===== config.mk =====
export PLATFORM = sky130hd
export DESIGN_NAME = dac_frame_writer
export DESIGN_NICKNAME = d
export VERILOG_FILES = /design/src/rtl/dfw_pkg.sv /design/src/rtl/dfw_select_decode.sv /design/src/rtl/dfw_frame_shift.sv /design/src/rtl/dac_frame_writer.sv
export SDC_FILE = /design/constraint.sdc
export NUM_CORES = 1
export LEC_CHECK = 0
export ABC_CLOCK_PERIOD_IN_PS = 1700
export BUFFER_PORTS_ARGS = -buffer_cell sky130_fd_sc_hd__buf_2
export CAP_MARGIN = 40
export CORE_MARGIN = 4
export CORE_UTILIZATION = 50
export CTS_CLUSTER_DIAMETER = 150
export DETAILED_ROUTE_END_ITERATION = 10
export PLACE_DENSITY = 0.85
export SKIP_CTS_REPAIR_TIMING = 1
export SYNTH_ARGS = -nofsm -noshare
export SYNTH_HDL_FRONTEND = slang
export SYNTH_SLANG_ARGS = --single-unit

===== constraint.sdc =====
create_clock -name clk -period 1.7 [get_ports clk]
set_input_delay 0.34 -clock clk [delete_from_list [all_inputs] [get_ports clk]]
set_output_delay 0.34 -clock clk [all_outputs]
set_load 0.02 [all_outputs]

===== src/rtl/dfw_pkg.sv =====
`timescale 1ns/1ps
package dfw_pkg;

    typedef enum logic [2:0] {
        ST_IDLE,
        ST_LEAD,
        ST_HIGH,
        ST_LOW,
        ST_SETUP,
        ST_STROBE,
        ST_GAP
    } dfw_state_e;

    // Cycles covering a time span in ns at a clock of hz, rounded up, at least one.
    function automatic int unsigned ns_to_cycles(longint unsigned ns, longint unsigned hz);
        longint unsigned c;
        c = (ns * hz + 64'd999_999_999) / 64'd1_000_000_000;
        if (c < 64'd1) c = 64'd1;
        return 32'(c);
    endfunction

    // System cycles per half serial period so the serial rate stays at or below the limit.
    function automatic int unsigned half_period_cycles(longint unsigned clk_hz, longint unsigned sclk_hz);
        longint unsigned c;
        c = (clk_hz + 64'd2 * sclk_hz - 64'd1) / (64'd2 * sclk_hz);
        if (c < 64'd1) c = 64'd1;
        return 32'(c);
    endfunction

endpackage


===== src/rtl/dfw_select_decode.sv =====
`timescale 1ns/1ps
module dfw_select_decode #(
    parameter int NUM_DEV = 4,
    parameter int IDX_W   = 2
) (
    input  logic               active,
    input  logic [IDX_W-1:0]   idx,
    output logic [NUM_DEV-1:0] sel_n
);
    // One comparator per target; at most one output can be low.
    for (genvar g = 0; g < NUM_DEV; g++) begin : g_sel
        assign sel_n[g] = !(active && (idx == IDX_W'(g)));
    end
endmodule


===== src/rtl/dfw_frame_shift.sv =====
`timescale 1ns/1ps
module dfw_frame_shift #(
    parameter int CODE_W  = 14,
    parameter int FRAME_W = 16
) (
    input  logic              clk,
    input  logic              rst_n,
    input  logic              load,
    input  logic              shift,
    input  logic [CODE_W-1:0] code,
    output logic              msb
);
    localparam int PAD_W = FRAME_W - CODE_W;

    logic [FRAME_W-1:0] sr_d, sr_q;

    always_comb begin
        sr_d = sr_q;
        if (load)
            sr_d = {{PAD_W{1'b0}}, code};
        else if (shift)
            sr_d = {sr_q[FRAME_W-2:0], 1'b0};
    end

    always_ff @(posedge clk or negedge rst_n) begin
        if (!rst_n) sr_q <= '0;
        else        sr_q <= sr_d;
    end

    assign msb = sr_q[FRAME_W-1];
endmodule


===== src/rtl/dac_frame_writer.sv =====
`timescale 1ns/1ps
module dac_frame_writer
    import dfw_pkg::*;
#(
    parameter int              NUM_DEV     = 4,
    parameter int              CODE_W      = 14,
    parameter int              PAD_W       = 2,
    parameter longint unsigned CLK_HZ      = 100_000_000,
    parameter longint unsigned SCLK_MAX_HZ = 25_000_000,
    parameter longint unsigned GAP_NS      = 30,
    parameter longint unsigned SETUP_NS    = 30,
    parameter longint unsigned WIDTH_NS    = 30,
    localparam int             IDX_W       = (NUM_DEV > 1) ? $clog2(NUM_DEV) : 1
) (
    input  logic               clk,
    input  logic               rst_n,
    input  logic               req_valid,
    output logic               req_ready,
    input  logic [CODE_W-1:0]  req_code,
    input  logic [IDX_W-1:0]   req_dev,
    input  logic               req_load,
    output logic               sclk,
    output logic               sdo,
    output logic [NUM_DEV-1:0] cs_n,
    output logic               load_n
);
    localparam int FRAME_W = CODE_W + PAD_W;
    localparam int BIT_W   = $clog2(FRAME_W);

    localparam int unsigned HALF_C  = half_period_cycles(CLK_HZ, SCLK_MAX_HZ);
    localparam int unsigned LEAD_C  = HALF_C;
    localparam int unsigned GAP_C   = ns_to_cycles(GAP_NS, CLK_HZ);
    localparam int unsigned SETUP_C = ns_to_cycles(SETUP_NS, CLK_HZ);
    localparam int unsigned WIDTH_C = ns_to_cycles(WIDTH_NS, CLK_HZ);

    localparam int unsigned MAX_AB  = (HALF_C > GAP_C) ? HALF_C : GAP_C;
    localparam int unsigned MAX_CD  = (SETUP_C > WIDTH_C) ? SETUP_C : WIDTH_C;
    localparam int unsigned MAX_C   = (MAX_AB > MAX_CD) ? MAX_AB : MAX_CD;
    localparam int          CNT_W   = $clog2(MAX_C + 1);

    typedef struct packed {
        dfw_state_e       state;
        logic [CNT_W-1:0] cnt;
        logic [BIT_W-1:0] bit_idx;
        logic [IDX_W-1:0] dev;
        logic             with_load;
        logic             active;
        logic             sclk;
        logic             load_n;
    } dfw_regs_t;

    localparam dfw_regs_t REGS_RESET = '{
        state:     ST_IDLE,
        cnt:       '0,
        bit_idx:   '0,
        dev:       '0,
        with_load: 1'b0,
        active:    1'b0,
        sclk:      1'b0,
        load_n:    1'b1
    };

    dfw_regs_t          r_d, r_q;
    logic               load_frame, shift_frame;
    logic [NUM_DEV-1:0] sel_n_d, cs_n_q;

    always_comb begin
        r_d         = r_q;
        load_frame  = 1'b0;
        shift_frame = 1'b0;
        unique case (r_q.state)
            ST_IDLE: begin
                if (req_valid) begin
                    r_d.state     = ST_LEAD;
                    r_d.cnt       = CNT_W'(LEAD_C - 1);
                    r_d.dev       = req_dev;
                    r_d.with_load = req_load;
                    r_d.active    = 1'b1;
                    load_frame    = 1'b1;
                end
            end
            ST_LEAD: begin
                if (r_q.cnt == '0) begin
                    r_d.state   = ST_HIGH;
                    r_d.sclk    = 1'b1;
                    r_d.cnt     = CNT_W'(HALF_C - 1);
                    r_d.bit_idx = '0;
                end else begin
                    r_d.cnt = r_q.cnt - 1'b1;
                end
            end
            ST_HIGH: begin
                if (r_q.cnt == '0) begin
                    r_d.state = ST_LOW;
                    r_d.sclk  = 1'b0;
                    r_d.cnt   = CNT_W'(HALF_C - 1);
                    if (r_q.bit_idx != BIT_W'(FRAME_W - 1))
                        shift_frame = 1'b1;
                end else begin
                    r_d.cnt = r_q.cnt - 1'b1;
                end
            end
            ST_LOW: begin
                if (r_q.cnt == '0) begin
                    if (r_q.bit_idx == BIT_W'(FRAME_W - 1)) begin
                        r_d.active = 1'b0;
                        if (r_q.with_load) begin
                            r_d.state = ST_SETUP;
                            r_d.cnt   = CNT_W'(SETUP_C - 1);
                        end else begin
                            r_d.state = ST_GAP;
                            r_d.cnt   = CNT_W'(GAP_C - 1);
                        end
                    end else begin
                        r_d.state   = ST_HIGH;
                        r_d.sclk    = 1'b1;
                        r_d.cnt     = CNT_W'(HALF_C - 1);
                        r_d.bit_idx = r_q.bit_idx + 1'b1;
                    end
                end else begin
                    r_d.cnt = r_q.cnt - 1'b1;
                end
            end
            ST_SETUP: begin
                if (r_q.cnt == '0) begin
                    r_d.state  = ST_STROBE;
                    r_d.load_n = 1'b0;
                    r_d.cnt    = CNT_W'(WIDTH_C - 1);
                end else begin
                    r_d.cnt = r_q.cnt - 1'b1;
                end
            end
            ST_STROBE: begin
                if (r_q.cnt == '0) begin
                    r_d.state  = ST_GAP;
                    r_d.load_n = 1'b1;
                    r_d.cnt    = CNT_W'(GAP_C - 1);
                end else begin
                    r_d.cnt = r_q.cnt - 1'b1;
                end
            end
            ST_GAP: begin
                if (r_q.cnt == '0) r_d.state = ST_IDLE;
                else               r_d.cnt   = r_q.cnt - 1'b1;
            end
            default: r_d = REGS_RESET;
        endcase
    end

    dfw_select_decode #(
        .NUM_DEV (NUM_DEV),
        .IDX_W   (IDX_W)
    ) u_decode (
        .active (r_d.active),
        .idx    (r_d.dev),
        .sel_n  (sel_n_d)
    );

    dfw_frame_shift #(
        .CODE_W  (CODE_W),
        .FRAME_W (FRAME_W)
    ) u_shift (
        .clk   (clk),
        .rst_n (rst_n),
        .load  (load_frame),
        .shift (shift_frame),
        .code  (req_code),
        .msb   (sdo)
    );

    always_ff @(posedge clk or negedge rst_n) begin
        if (!rst_n) begin
            r_q    <= REGS_RESET;
            cs_n_q <= '1;
        end else begin
            r_q    <= r_d;
            cs_n_q <= sel_n_d;
        end
    end

    assign req_ready = (r_q.state == ST_IDLE);
    assign sclk      = r_q.sclk;
    assign load_n    = r_q.load_n;
    assign cs_n      = cs_n_q;
endmodule


After elaboration in Yosys (flattened, before gate mapping). Cells that the tools add are included.

Bits of input ports: 20. Output and inout bits: 8. Logic and storage cells: 94. Flip-flop bits (word level): 35.

Eq/ne operators: 20. Bitwise logic cells: 4. Reduce and logical (&&, ||, !) cells: 23. $add $sub $neg: 2. Multiplexer cells: 35.

Operators with widths (number): $pmux 5 s7 (1); $mux 16 (2); $mux 4 (5); $mux 3 (6); $ne 2x2->1 const B (9); $reduce_or 5->1 (3); $pmux 4 s3 (1); $mux 2 (5); $mux 5 (2); $eq 3x3->1 const B (3); $mux 1 (9); $reduce_and 7->1 (1); $eq 3x2->1 const B (2); $pmux 1 s3 (2); $pmux 3 s2 (1); $reduce_or 6->1 (1); $reduce_and 5->1 (1); $add 4x1->4 const B (1); $eq 2x2->1 const B (2); $eq 4x4->1 const B (1); $logic_and 1x1->1 (4); $logic_not 1->1 (4); $logic_not 2->1 (2); $ne 4x4->1 const B (1); 11 further kinds (15).

Depth between registers and ports, before layout. Gate-level depths: netlist (run 1).

Word-level depth: 6. Mapped depth: 7. Gate-level depth less buffers: 6.

Hierarchy. From an unflattened synthesis (run 1), not the netlist that was laid out.

Cells, all modules: 188. Area, all modules: 1909.3 sq um.

Modules (own cells, without submodules): dac_frame_writer (cells each 117, seq. area each 481.7 sq um, area an instance 1116.1 sq um, instances 1); dfw_frame_shift (cells each 67, seq. area each 400.4 sq um, area an instance 764.5 sq um, instances 1); dfw_select_decode (cells each 4, seq. area each 0.0 sq um, area an instance 28.8 sq um, instances 1).

Worst setup path before layout (run 1). No wires, ideal clock.

Kind: register to register. Start: register r_q[6] (netlist bit). End: register u_shift.sr_q[0]. Required time: 1.564 ns. Setup time: 0.136 ns. Path buffers: 2. Cell stages (with the launch flop): 7. Slack: -0.214 ns. Data arrival time: 1.778 ns. Path through: dfrtp_1 ha_1 and3_1 clkbuf_1 nor4_4 clkbuf_1 o21ai_0.

Word-level cells in the longest chain between the ends: 5.

Ends and longest elaborated chain: from (decl) (RTL line dac_frame_writer.sv:63) `dfw_regs_t r_d, r_q;`; from (signal assigned) (RTL line dac_frame_writer.sv:176) `r_q <= r_d;`; $ne 4x4->1 (RTL line dac_frame_writer.sv:97) `if (r_q.bit_idx != BIT_W'(FRAME_W - 1))`; $mux 1 (RTL line dac_frame_writer.sv:97); $mux 1 (RTL line dac_frame_writer.sv:93) `if (r_q.cnt == '0) begin`; $mux 1 (RTL line dac_frame_writer.sv:71) `unique case (r_q.state)`; $reduce_bool 2->1 (no source line); to (signal assigned) (RTL line dfw_frame_shift.sv:27) `else sr_q <= sr_d;`; to (decl) (RTL line dfw_frame_shift.sv:15) `logic [FRAME_W-1:0] sr_d, sr_q;`.

Every way passes these cells. A chain may end at the register's enable or synchronous reset.

Worst setup path after layout (run 1).
Start: register r_q[14] (netlist bit). End: register r_q[10] (netlist bit).

Word-level cells in the longest chain between the ends: 3.

Ends and longest elaborated chain (RTL line): $eq 3x3->1 / $logic_not 3->1 (equally long branches) (dac_frame_writer.sv:71); $ne 2x2->1 (no source line); $reduce_and 2->1 (no source line).

Parallel ways exist; a longest one is shown, timed or not.

==> metrics.md, run 1 <==
| Metric | Value |
|---|---|
| Post-synthesis cell count | `192` |
| Clock buffer depth | `2` |
| Slew Viols, Final | `0` |
| Skew final | `4.51 ps` |
| Total routed wirelength | `3890 um` |
| Startpoint types | `flip-flop` |
| P_leak | `1.01 nW` |
| Overall power | `3.41 mW` |
| Syn Area/Cell | `9.36 um^2` |
| CP Max Fanout | `17` |
| Clk slew on worst S/H paths | `110 ps` |
| Yosys reg bits | `35` |
| Ys flop type | `dfrtp_1` |
| Final setup vio count | `0` |
| Share of the synthesized area in the top cell type | `41.8%` |
| Chip Width | `67.9 um` |
| # diodes | `0` |
| Routability Congestion | `0.844` |
| Worst skew pair latency | `330 ps` |
| Post-synthesis sequential area ratio | `49.1%` |
| CP endpoint kind | `flip-flop` |
| I/O pin cnt | `28` |
| Grt ovf | `0` |
| Via density | `5.48` |
| Crit path depth | `5` |
| PD cells | `1560 nW/um^2` |
| Reg2reg path depth | `5` |
| Hold/Removal Path Class | `in -> async` |
| Status | `complete, no violations` |
| Worst setup margin | `55.7 ps` |
| Antenna viol nets, final | `0` |
| Fillers | `304` |
| Final-report hold violation count | `0` |
| Initial Util | `52.6%` |
| WP data required | `1930 ps` |
| Vias | `1551` |
| Worst endpoint data arrival time | `1870 ps` |
| Routed wire length per instance | `13.7 um` |
| CTS tree | `built` |
| Worst path cell trace | `buf_4, nor2b_1, and2_1, o32a_1, mux2_2` |
| Post-Syn Nets | `216` |
| WP buf/inv | `1` |
| Fmax | `0.608 GHz` |
| Dpl ws | `17.4 ps` |
| DRC viols | `0` |
| Crit-path max cell delay | `400 ps` |
| Die area | `4620 um^2` |
| Worst vdd ir | `947 uV` |
| Synth unique cells | `44` |
| Commonest cells post-synth | `nand2_1, dfrtp_1, o21ai_0` |
| Num Clock Sinks | `35` |
| Finished Cell Area | `2190 um^2` |
| Total CTS buffers | `5` |
| Crit path max-delay family | `flip-flops` |
| Synthesis warning total | `0` |
| Share of cells above drive strength 1 | `32.5%` |
| Die height | `67.9 um` |
| Site Rows | `21` |
| FF/Latch Area | `882 um^2` |
| Post-layout nets | `260` |
| Post-synth EDFFs | `0` |
| First-pass GRT wire length | `6650 um` |
| DP Area | `2090 um^2` |
| Least-Margin Pin Slew | `438 ps` |
| Post-synth top area cell | `dfrtp_1` |
| WS Path Type | `reg -> reg` |
| Pre-antenna DRT Iters | `4` |
| Max_cap viols | `0` |
| Max stage delay cell, worst path | `dfrtp_1` |
| Area Overhead vs Synth | `21.7%` |
| Hold slack | `19.6 ps` |
| Core area | `3420 um^2` |
| Minimum clock period | `1640 ps` |
| Fin crit share | `96.7%` |
| Top post-synthesis cells by area | `dfrtp_1, nand2_1, dfstp_2` |
| Most common cell in the netlist | `nand2_1` |
| Vias in the first global route | `1484` |
| Post-synthesis async set-or-reset flop share | `100%` |
| Fin util | `64.0%` |
| # H-tree levels | `2` |
| Initial antenna violation count | `0` |
| Largest net degree at the start of global routing | `36` |
| Worst slew margin | `70.8%` |
| Iter 0 DRT Violations | `127` |
| # port buffers | `27` |
| Cell area after synthesis | `1800 um^2` |
| GRT Util Overall | `19.1%` |
| Root Buffer | `clkbuf_4` |
| HPWL Detailed | `2740 um` |
| Area occupied by multi-input gates | `857 um^2` |
-- metrics by stage --
stage | TNS, ps | std cells
after floorplan | -720 | 192
after global placement | 0 | 274
after detailed placement | 0 | 274
after CTS | 0 | 282
after global routing | -63.3 | 283
final | 0 | 283
-- flip-flops by register name, summed over array words and instances, names as in the netlist --
| name | count |
|---|---|
| load_n | 1 |
| u_shift.sr_q | 16 |
| cs_n | 4 |
| r_q | 13 |
| sclk | 1 |
-- metal layers --
layer	vias up	track usage, %	wire (um)
li1	767	-	-
met1	739	25.4	1770
met2	38	30.6	1870
met3	7	5.09	202
met4	0	5.21	48
met5	-	0	0
-- final timing paths --
kind	from	to	slack, ps
setup / recovery	r_q[14]$_DFFE_PN0P_	r_q[10]$_DFFE_PN0P_	60
hold / removal	rst_n	r_q[7]$_DFFE_PN0P_	20
setup reg to reg	r_q[14]$_DFFE_PN0P_	r_q[10]$_DFFE_PN0P_	60
hold reg to reg	u_shift.sr_q[9]$_DFFE_PN0P_	u_shift.sr_q[9]$_DFFE_PN0P_	490
max in group asynchronous	rst_n	cs_n[2]$_DFF_PN1_	1340
min in group clk	req_code[0]	u_shift.sr_q[0]$_DFFE_PN0P_	220
-- area by class of cell --
type                    instances  share of cell area, %
clock buffers                   6                   1.89
clock inverters                 2                  0.572
inverters                       7                   1.20
multi-input cells             137                   39.2
flip-flops and latches         35                   40.3
well taps                      46                   2.63
repair buffers                 50                   14.2
-- cell usage in the layout, fill, tap and decap left out, types with 2 or more instances in the layout --
| cell | netlist | layout |
|---|---|---|
| nor2_2 | 1 | 3 |
| nand2b_1 | 2 | 2 |
| dfrtp_1 | 30 | 30 |
| a22oi_1 | 12 | 12 |
| buf_4 | 1 | 24 |
| mux2i_1 | 2 | 2 |
| dfstp_2 | 5 | 5 |
| o22ai_1 | 2 | 2 |
| nor2_1 | 7 | 5 |
| a21oi_1 | 16 | 16 |
| clkbuf_4 | 0 | 5 |
| o21ai_1 | 1 | 5 |
| nor3_1 | 4 | 3 |
| nand2_1 | 39 | 39 |
| ha_1 | 4 | 2 |
| ha_2 | 0 | 2 |
| mux2_2 | 2 | 2 |
| buf_2 | 1 | 26 |
| o21ai_0 | 17 | 13 |
| nand3_1 | 3 | 3 |
| inv_1 | 7 | 7 |
| a22o_1 | 2 | 2 |
| nand3b_1 | 2 | 2 |
-- power by group --
group	leakage, nW	internal (mW)	switching (mW)
clock	0.0282	0.160	0.279
sequential	0.421	1.20	0.210
combinational	0.560	0.686	0.878
total	1.01	2.04	1.37
-- kinds of logic after synthesis --
logic type	share of synthesized area, %
AO/OA/AOI/OAI	21.7
adder cells (fa/ha/maj)	2.79
buffers and inverters	5.29
flip-flops	49.1
multiplexers	2.37
AND/OR/NAND/NOR	18.7
Note: power is estimated with default switching activity, not from simulation.
==> inputs of run 2 (changes only) <==
Settings changed: CORE_MARGIN 4 to unset.
==> run 2 against run 1 <==
  * The run now ends with setup timing left
  * Clock skew is 16 ps higher
  * Non-clock buffer count is 3 higher
  * Hold slack better by 180 ps
  * Total power is 10% higher
  * Clock power is 39% higher
  * Combinational power is 12% higher
  * Highest routed layer unchanged
==> metrics.md, run 2 (synthesis gave the netlist of run 1 again) <==
| Metric | Value |
|---|---|
| P_leak | `1.04 nW (was 1.01 nW)` |
| Hold/Removal Path Class | `in -> reg (was in -> async)` |
| Sw Share | `38.9% (was 40.1%)` |
| Core area | `3390 um^2 (was 3420 um^2)` |
| Routability Congestion | `0.841 (was 0.844)` |
| Die height | `61.9 um (was 67.9 um)` |
| Pre-antenna DRT Iters | `4 (unchanged)` |
| Final setup vio count | `1 (was 0)` |
| Fin crit share | `101% (was 96.7%)` |
| Worst skew pair latency | `340 ps (was 330 ps)` |
| Int Pwr | `2.30 mW (was 2.04 mW)` |
| Logic pwr share | `46.1% (was 45.9%)` |
| Dpl ws | `23.4 ps (was 17.4 ps)` |
| # H-tree levels | `2 (unchanged)` |
| Area Overhead vs Synth | `28.1% (was 21.7%)` |
| HPWL Detailed | `2610 um (was 2740 um)` |
| Reg power frac | `37.8% (was 41.3%)` |
| Worst endpoint data arrival time | `2000 ps (was 1870 ps)` |
| Total CTS buffers | `5 (unchanged)` |
| Psw | `1.46 mW (was 1.37 mW)` |
| Crit-path max cell delay | `640 ps (was 400 ps)` |
| Site Rows | `21 (unchanged)` |
| Largest net degree at the start of global routing | `36 (unchanged)` |
| Worst slew margin | `75.3% (was 70.8%)` |
| Routed wire length per instance | `14.0 um (was 13.7 um)` |
| Vias | `1614 (was 1551)` |
| Slew Viols, Final | `0 (unchanged)` |
| # port buffers | `27 (unchanged)` |
| Final-report hold violation count | `0 (unchanged)` |
| Hold Startpoint | `req_code[1]` |
| Worst setup margin | `-19.4 ps (was 55.7 ps)` |
| CP Max Fanout | `6 (was 17)` |
| Max reg flops | `16 (unchanged)` |
| Antenna viol nets, final | `0 (unchanged)` |
| Num Clock Sinks | `35 (unchanged)` |
| GRT Util Overall | `21.8% (was 19.1%)` |
| Total routed wirelength | `4020 um (was 3890 um)` |
| Share of cells above drive strength 1 | `35.8% (was 32.5%)` |
| Fillers | `251 (was 304)` |
| Post-layout nets | `263 (was 260)` |
| WP data required | `1980 ps (was 1930 ps)` |
| Via density | `5.64 (was 5.48)` |
| CTS tree | `built (unchanged)` |
| Max stage delay cell, worst path | `or4b_4 (was dfrtp_1)` |
| Most flops, register | `u_shift.sr_q (unchanged)` |
| Grt ovf | `0 (unchanged)` |
| Least-Margin Pin Slew | `365 ps (was 438 ps)` |
| Max_cap viols | `0 (unchanged)` |
| Iter 0 DRT Violations | `111 (was 127)` |
| Minimum clock period | `1720 ps (was 1640 ps)` |
| Clock buffer depth | `2 (unchanged)` |
| Fmax | `0.582 GHz (was 0.608 GHz)` |
| Clk slew on worst S/H paths | `120 ps (was 110 ps)` |
| Vias in the first global route | `1320 (was 1484)` |
| Initial Util | `53.0% (was 52.6%)` |
| Worst vdd ir | `801 uV (was 947 uV)` |
| Startpoint types | `flip-flop (unchanged)` |
| Cell Count, Final, Fillers Out | `286 (was 283)` |
| Capturing point of the worst reg2reg path | `cs_n[2]$_DFF_PN1_ (was r_q[10]$_DFFE_PN0P_)` |
| Min-Delay Path Depth | `3` |
| Reg-to-reg slack, setup | `-20 ps (was 60 ps)` |
| Skew final | `20.5 ps (was 4.51 ps)` |
| # diodes | `0 (unchanged)` |
| Reg-to-reg startpoint | `r_q[12]$_DFFE_PN0P_ (was r_q[14]$_DFFE_PN0P_)` |
| First-pass GRT wire length | `5980 um (was 6650 um)` |
| Root Buffer | `clkbuf_4 (unchanged)` |
| Most common cell after layout, fill and taps aside | `nand2_1 (unchanged)` |
| Initial antenna violation count | `0 (unchanged)` |
| Clock share of power | `16.2% (was 12.9%)` |
| Hold endpoint | `u_shift.sr_q[1]$_DFFE_PN0P_` |
| Die area | `3840 um^2 (was 4620 um^2)` |
| Reg2reg path depth | `3 (was 5)` |
| CP endpoint kind | `flip-flop (unchanged)` |
| Post-Place Cells | `273 (was 274)` |
| Status | `finished with violations (was complete, no violations)` |
| WS Path Type | `reg -> reg (unchanged)` |
| DRC viols | `0 (unchanged)` |
| I/O pin cnt | `28 (unchanged)` |
| Chip Width | `61.9 um (was 67.9 um)` |
| Worst setup path startpoint | `r_q[12]$_DFFE_PN0P_ (was r_q[14]$_DFFE_PN0P_)` |
| Unrepaired setup endpoints after global routing | `true` |
| Most frequent cells in the layout | `nand2_1, dfrtp_1, buf_2 (unchanged)` |
| PD cells | `1640 nW/um^2 (was 1560 nW/um^2)` |
| Worst path cell trace | `or4b_4, mux2i_4, or3b_1 (was buf_4, nor2b_1, and2_1, o32a_1, mux2_2)` |
| Failing checks | `setup timing` |
run 2: cell count changes in the layout (fill, tap and decap cells not counted), moves of 2 or more:
cell | before | now
a22oi_1 | 12 | 9
a22oi_2 | 0 | 3
buf_12 | 0 | 2
buf_4 | 24 | 22
buf_6 | 0 | 2
inv_1 | 7 | 5
inv_2 | 0 | 2
nand2_1 | 39 | 37
run 2: power groups by stage:
| stage | registers [mW] | clock network [mW] | logic (mW) |
|---|---|---|---|
| after CTS | 1.41 | 0.611 | 1.54 |
| after global placement | 1.41 | 0 | 1.46 |
| after floorplan | 1.47 | 0 | 0.967 |
| after global routing | 1.47 | 0.646 | 1.94 |
| after detailed placement | 1.41 | 0 | 1.52 |
| final | 1.42 | 0.609 | 1.74 |
run 2: layout make-up:
class	instances	area [um^2]	share of cell area, %
repair buffers	53	368	16.0
flip-flops and latches	35	882	38.3
multi-input cells	137	886	38.5
well taps	46	57.6	2.50
clock inverters	3	43.8	1.90
inverters	7	26.3	1.14
clock buffers	5	37.5	1.63
run 2: per-stage QoR:
step	util [%]	area (um^2)	total power, mW	TNS (ps)	hold WS [ps]
2_1_floorplan	-	1830	2.43	-720	44.4
6_report	67.9	2300	3.77	-19.4	197
4_1_cts	64.7	2190	3.55	0	-60.8
3_3_place_gp	62.3	2110	2.87	0	315
3_5_place_dp	62.3	2110	2.93	0	314
5_1_grt	67.9	2300	4.05	-231	210
run 2: worst max path at each step:
stage | endpoint | slack (ps) | cells after the start
floorplan | u_shift.sr_q[10]$_DFFE_PN0P_ | -80 | 7
global placement | cs_n[2]$_DFF_PN1_ | 60 | 4
detailed placement | u_shift.sr_q[12]$_DFFE_PN0P_ | 20 | 5
CTS | cs_n[2]$_DFF_PN1_ | 10 | 3
global route | u_shift.sr_q[3]$_DFFE_PN0P_ | -50 | 8
finish | cs_n[2]$_DFF_PN1_ | -20 | 3
run 2: layer usage:
metal / up-vias / global-route usage, % / share of wire [%]
li1: 778 / - / -
met1: 772 / 29.6 / 45
met2: 56 / 33.9 / 49
met3: 8 / 3.73 / 4.7
met4: 0 / 10.5 / 1.8
met5: - / 0 / 0
run 2: worst max-delay path, delay by kind of cell, from the launching register on:
family	cells	cell delay, ps
DFF	1	420
muxes	1	230
and+or+nand+nor	2	1000
==> inputs of run 3 (changes only) <==
Settings changed: CORE_UTILIZATION 50 to 51, PLACE_DENSITY 0.85 to 0.86, SYNTH_HIERARCHICAL set to 1.
==> run 3 against run 2 <==
  * Total power decreased by 59%
  * The run still ends with setup timing left
  * Hold slack got worse by 130 ps
  * Synthesized cell count decreased by 2.1%
  * Die area increased by 4.0%
  * Register-to-register slack got worse by 80 ps
  * Flip-flop and latch count unchanged
  * Clock skew decreased by 12 ps
  * Area after synthesis increased by 6.3%
  * First-iteration DRC count decreased by 43%
  * Core utilization increased by 2.7 points
  * Final cell count decreased by 1.0%
  * Wire length increased by 5.3%
==> metrics.md, run 3 <==
| Metric | Value |
|---|---|
| # H-tree levels | `2 (unchanged)` |
| Clock buffer depth | `2 (unchanged)` |
| Int Pwr | `1.21 mW (was 2.30 mW)` |
| Area Overhead vs Synth | `28.2% (was 28.1%)` |
| Vias | `1571 (was 1614)` |
| Vias in the first global route | `1505 (was 1320)` |
| Clock share of power | `40.0% (was 16.2%)` |
| Overall power | `1.55 mW (was 3.77 mW)` |
| Skew final | `8.86 ps (was 20.5 ps)` |
| Total CTS buffers | `5 (unchanged)` |
| Worst slew margin | `71.2% (was 75.3%)` |
| Syn Area/Cell | `10.2 um^2 (was 9.36 um^2)` |
| Setup_tns | `-937 ps (was -19.4 ps)` |
| Die height | `63.2 um (was 61.9 um)` |
| Most flops, register | `u_shift/sr_q (was u_shift.sr_q)` |
| Worst vdd ir | `520 uV (was 801 uV)` |
| Post-synthesis async set-or-reset flop share | `100% (unchanged)` |
| Clk slew on worst S/H paths | `70 ps (was 120 ps)` |
| WP data required | `1880 ps (was 1980 ps)` |
| Failing checks | `setup timing (unchanged)` |
| Sw Share | `22.1% (was 38.9%)` |
| CP Max Fanout | `8 (was 6)` |
| Yosys reg bits | `35 (unchanged)` |
| Grt ovf | `0 (unchanged)` |
| Most frequent cells in the layout | `dfrtp_1, buf_2, nand2_1 (was nand2_1, dfrtp_1, buf_2)` |
| Largest net degree at the start of global routing | `36 (unchanged)` |
| Synth unique cells | `38 (was 44)` |
| Reg-to-reg slack, setup | `-90 ps (was -20 ps)` |
| Slew Viols, Final | `0 (unchanged)` |
| Fin crit share | `106% (was 101%)` |
| Least-Margin Pin Slew | `432 ps (was 365 ps)` |
| Post-synth top area cell | `dfrtp_1 (unchanged)` |
| Antenna viol nets, final | `0 (unchanged)` |
| Crit path to | `u_shift/sr_q[7]$_DFFE_PN0P_ (was cs_n[2]$_DFF_PN1_)` |
| Post-synthesis cell count | `188 (was 192)` |
| Post-synthesis sequential area ratio | `46.2% (was 49.1%)` |
| Dpl ws | `-17.5 ps (was 23.4 ps)` |
| Worst setup margin | `-94.4 ps (was -19.4 ps)` |
| Most common cell in the netlist | `dfrtp_1 (was nand2_1)` |
| Reg2reg path depth | `6 (was 3)` |
| Reg power frac | `55.3% (was 37.8%)` |
| Total routed wirelength | `4230 um (was 4020 um)` |
| # diodes | `0 (unchanged)` |
| # port buffers | `27 (unchanged)` |
| Core area | `3470 um^2 (was 3390 um^2)` |
| Initial Util | `55.1% (was 53.0%)` |
| Post-Syn Nets | `213 (was 216)` |
| Max reg flops | `16 (unchanged)` |
| Iter 0 DRT Violations | `63 (was 111)` |
| Fillers | `277 (was 251)` |
| Share of cells above drive strength 1 | `43.5% (was 35.8%)` |
| Fmax | `0.557 GHz (was 0.582 GHz)` |
| First-pass GRT wire length | `6910 um (was 5980 um)` |
| Worst setup path startpoint | `r_q[6]$_DFFE_PN0P_ (was r_q[12]$_DFFE_PN0P_)` |
| Area occupied by multi-input gates | `1020 um^2 (was 886 um^2)` |
| I/O pin cnt | `28 (unchanged)` |
| Reg-to-reg startpoint | `r_q[6]$_DFFE_PN0P_ (was r_q[12]$_DFFE_PN0P_)` |
| Num Clock Sinks | `35 (unchanged)` |
| PD cells | `633 nW/um^2 (was 1640 nW/um^2)` |
| Final setup vio count | `16 (was 1)` |
| Minimum clock period | `1790 ps (was 1720 ps)` |
| CTS tree | `built (unchanged)` |
| Capturing point of the worst reg2reg path | `u_shift/sr_q[7]$_DFFE_PN0P_ (was cs_n[2]$_DFF_PN1_)` |
| GRT Util Overall | `22.6% (was 21.8%)` |
| Worst skew pair latency | `290 ps (was 340 ps)` |
| Ys flop type | `dfrtp_1 (unchanged)` |
| Cell area after synthesis | `1910 um^2 (was 1800 um^2)` |
| Worst endpoint data arrival time | `1970 ps (was 2000 ps)` |
| Cell Count, Final, Fillers Out | `283 (was 286)` |
| Site Rows | `21 (unchanged)` |
| Via density | `5.55 (was 5.64)` |
| Chip Width | `63.2 um (was 61.9 um)` |
| Status | `finished with violations (unchanged)` |
| Unrepaired setup endpoints after global routing | `true (unchanged)` |
| Most common cell after layout, fill and taps aside | `dfrtp_1 (was nand2_1)` |
| Hold/Removal Path Class | `in -> async (was in -> reg)` |
| P_leak | `1.09 nW (was 1.04 nW)` |
| Initial antenna violation count | `0 (unchanged)` |
| Post-Place Cells | `269 (was 273)` |
| Die area | `3990 um^2 (was 3840 um^2)` |
| Routed wire length per instance | `15.0 um (was 14.0 um)` |
| CP endpoint kind | `flip-flop (unchanged)` |
| Pre-antenna DRT Iters | `4 (unchanged)` |
| Top post-synthesis cells by area | `dfrtp_1, mux2i_1, dfstp_2 (was dfrtp_1, nand2_1, dfstp_2)` |
| Root Buffer | `clkbuf_8 (was clkbuf_4)` |
| Share of the synthesized area in the top cell type | `39.3% (was 41.8%)` |
| WS Path Type | `reg -> reg (unchanged)` |
| Psw | `0.343 mW (was 1.46 mW)` |
| Commonest cells post-synth | `dfrtp_1, nand2_1, mux2i_1 (was nand2_1, dfrtp_1, o21ai_0)` |
| DRC viols | `0 (unchanged)` |
| Logic pwr share | `4.7% (was 46.1%)` |
| Max_cap viols | `0 (unchanged)` |
| Post-synth EDFFs | `0 (unchanged)` |
| Final-report hold violation count | `0 (unchanged)` |
| Routability Congestion | `0.828 (was 0.841)` |
| Synthesis warning total | `6 (was 0)` |
| HPWL Detailed | `2850 um (was 2610 um)` |
| Startpoint types | `flip-flop (unchanged)` |
| FF/Latch Area | `883 um^2 (was 882 um^2)` |
| Post-layout nets | `261 (was 263)` |
==> run 3: changes by cell type after synthesis, moves of 7 or more <==
cell / previous run / this run
a22oi_1: 12 / 0
o21ai_2: 0 / 7
a21oi_1: 16 / 9
clkbuf_1: 9 / 2
nand2_1: 39 / 23
mux2i_1: 2 / 19
==> run 3: how the worst min path moves through the flow <==
stage / start / endpoint / slack [ps] / depth (start not counted)
2_1_floorplan: rst_n / r_q[10]$_DFFE_PN0P_ / 40 / 0
6_report: rst_n / sclk$_DFFE_PN0P_ / 70 / 2
3_3_place_gp: rst_n / r_q[10]$_DFFE_PN0P_ / 400 / 2
4_1_cts: rst_n / sclk$_DFFE_PN0P_ / 90 / 2
3_5_place_dp: rst_n / sclk$_DFFE_PN0P_ / 400 / 2
5_1_grt: rst_n / r_q[11]$_DFFE_PN0P_ / 110 / 2
==> run 3: critical path: stages, from the launching register on <==
cell       delay, ps
dfrtp_1          400
ha_2             200
and3_4           190
nor4b_4          350
clkbuf_16        250
mux2i_1          230
o21ai_2           60
==> run 3: logic make-up (layout without fill, tap and decap cells) <==
kind of cell             after synthesis  after routing  synth area share, %
adder cells (fa/ha/maj)                5              5                 3.28
flip-flops                            35             35                 46.2
AO/OA/AOI/OAI                         45             45                 16.1
multiplexers                          22             22                 11.7
AND/OR/NAND/NOR                       63             63                 16.8
buffers and inverters                 18             67                 5.90
==> run 3: area by class of cell <==
cell class | count | area share (%)
clock inverters | 1 | 0.204
repair buffers | 53 | 15.2
clock buffers | 7 | 3.53
flip-flops and latches | 35 | 36.1
well taps | 46 | 2.35
multi-input cells | 135 | 41.7
inverters | 6 | 0.920
==> run 3: routing by layer <==
metal | routed length [um] | part of all wire (%) | global-route usage, %
met5 | 0 | 0 | 0
met4 | 89 | 2.1 | 8.81
met3 | 202 | 4.8 | 5.25
met2 | 2100 | 50 | 36.0
met1 | 1840 | 43 | 29.8
==> run 3: power groups by stage <==
| stage | Clock [mW] | Sequential, mW | Combinational, mW |
|---|---|---|---|
| 2_1_floorplan | 0 | 0.879 | 0.0135 |
| 3_5_place_dp | 0 | 0.872 | 0.0728 |
| 3_3_place_gp | 0 | 0.871 | 0.0701 |
| 6_report | 0.620 | 0.857 | 0.0732 |
| 4_1_cts | 0.632 | 0.857 | 0.0732 |
| 5_1_grt | 0.670 | 0.857 | 0.0831 |
==> run 3: stage by stage <==
stage | utilization, % | instance area [um^2] | hold slack [ps]
floorplan | - | 1950 | 44.4
global placement | 63.7 | 2210 | 397
detailed placement | 63.7 | 2210 | 401
CTS | 66.4 | 2300 | 89.4
global route | 70.6 | 2450 | 114
finish | 70.6 | 2450 | 70.1
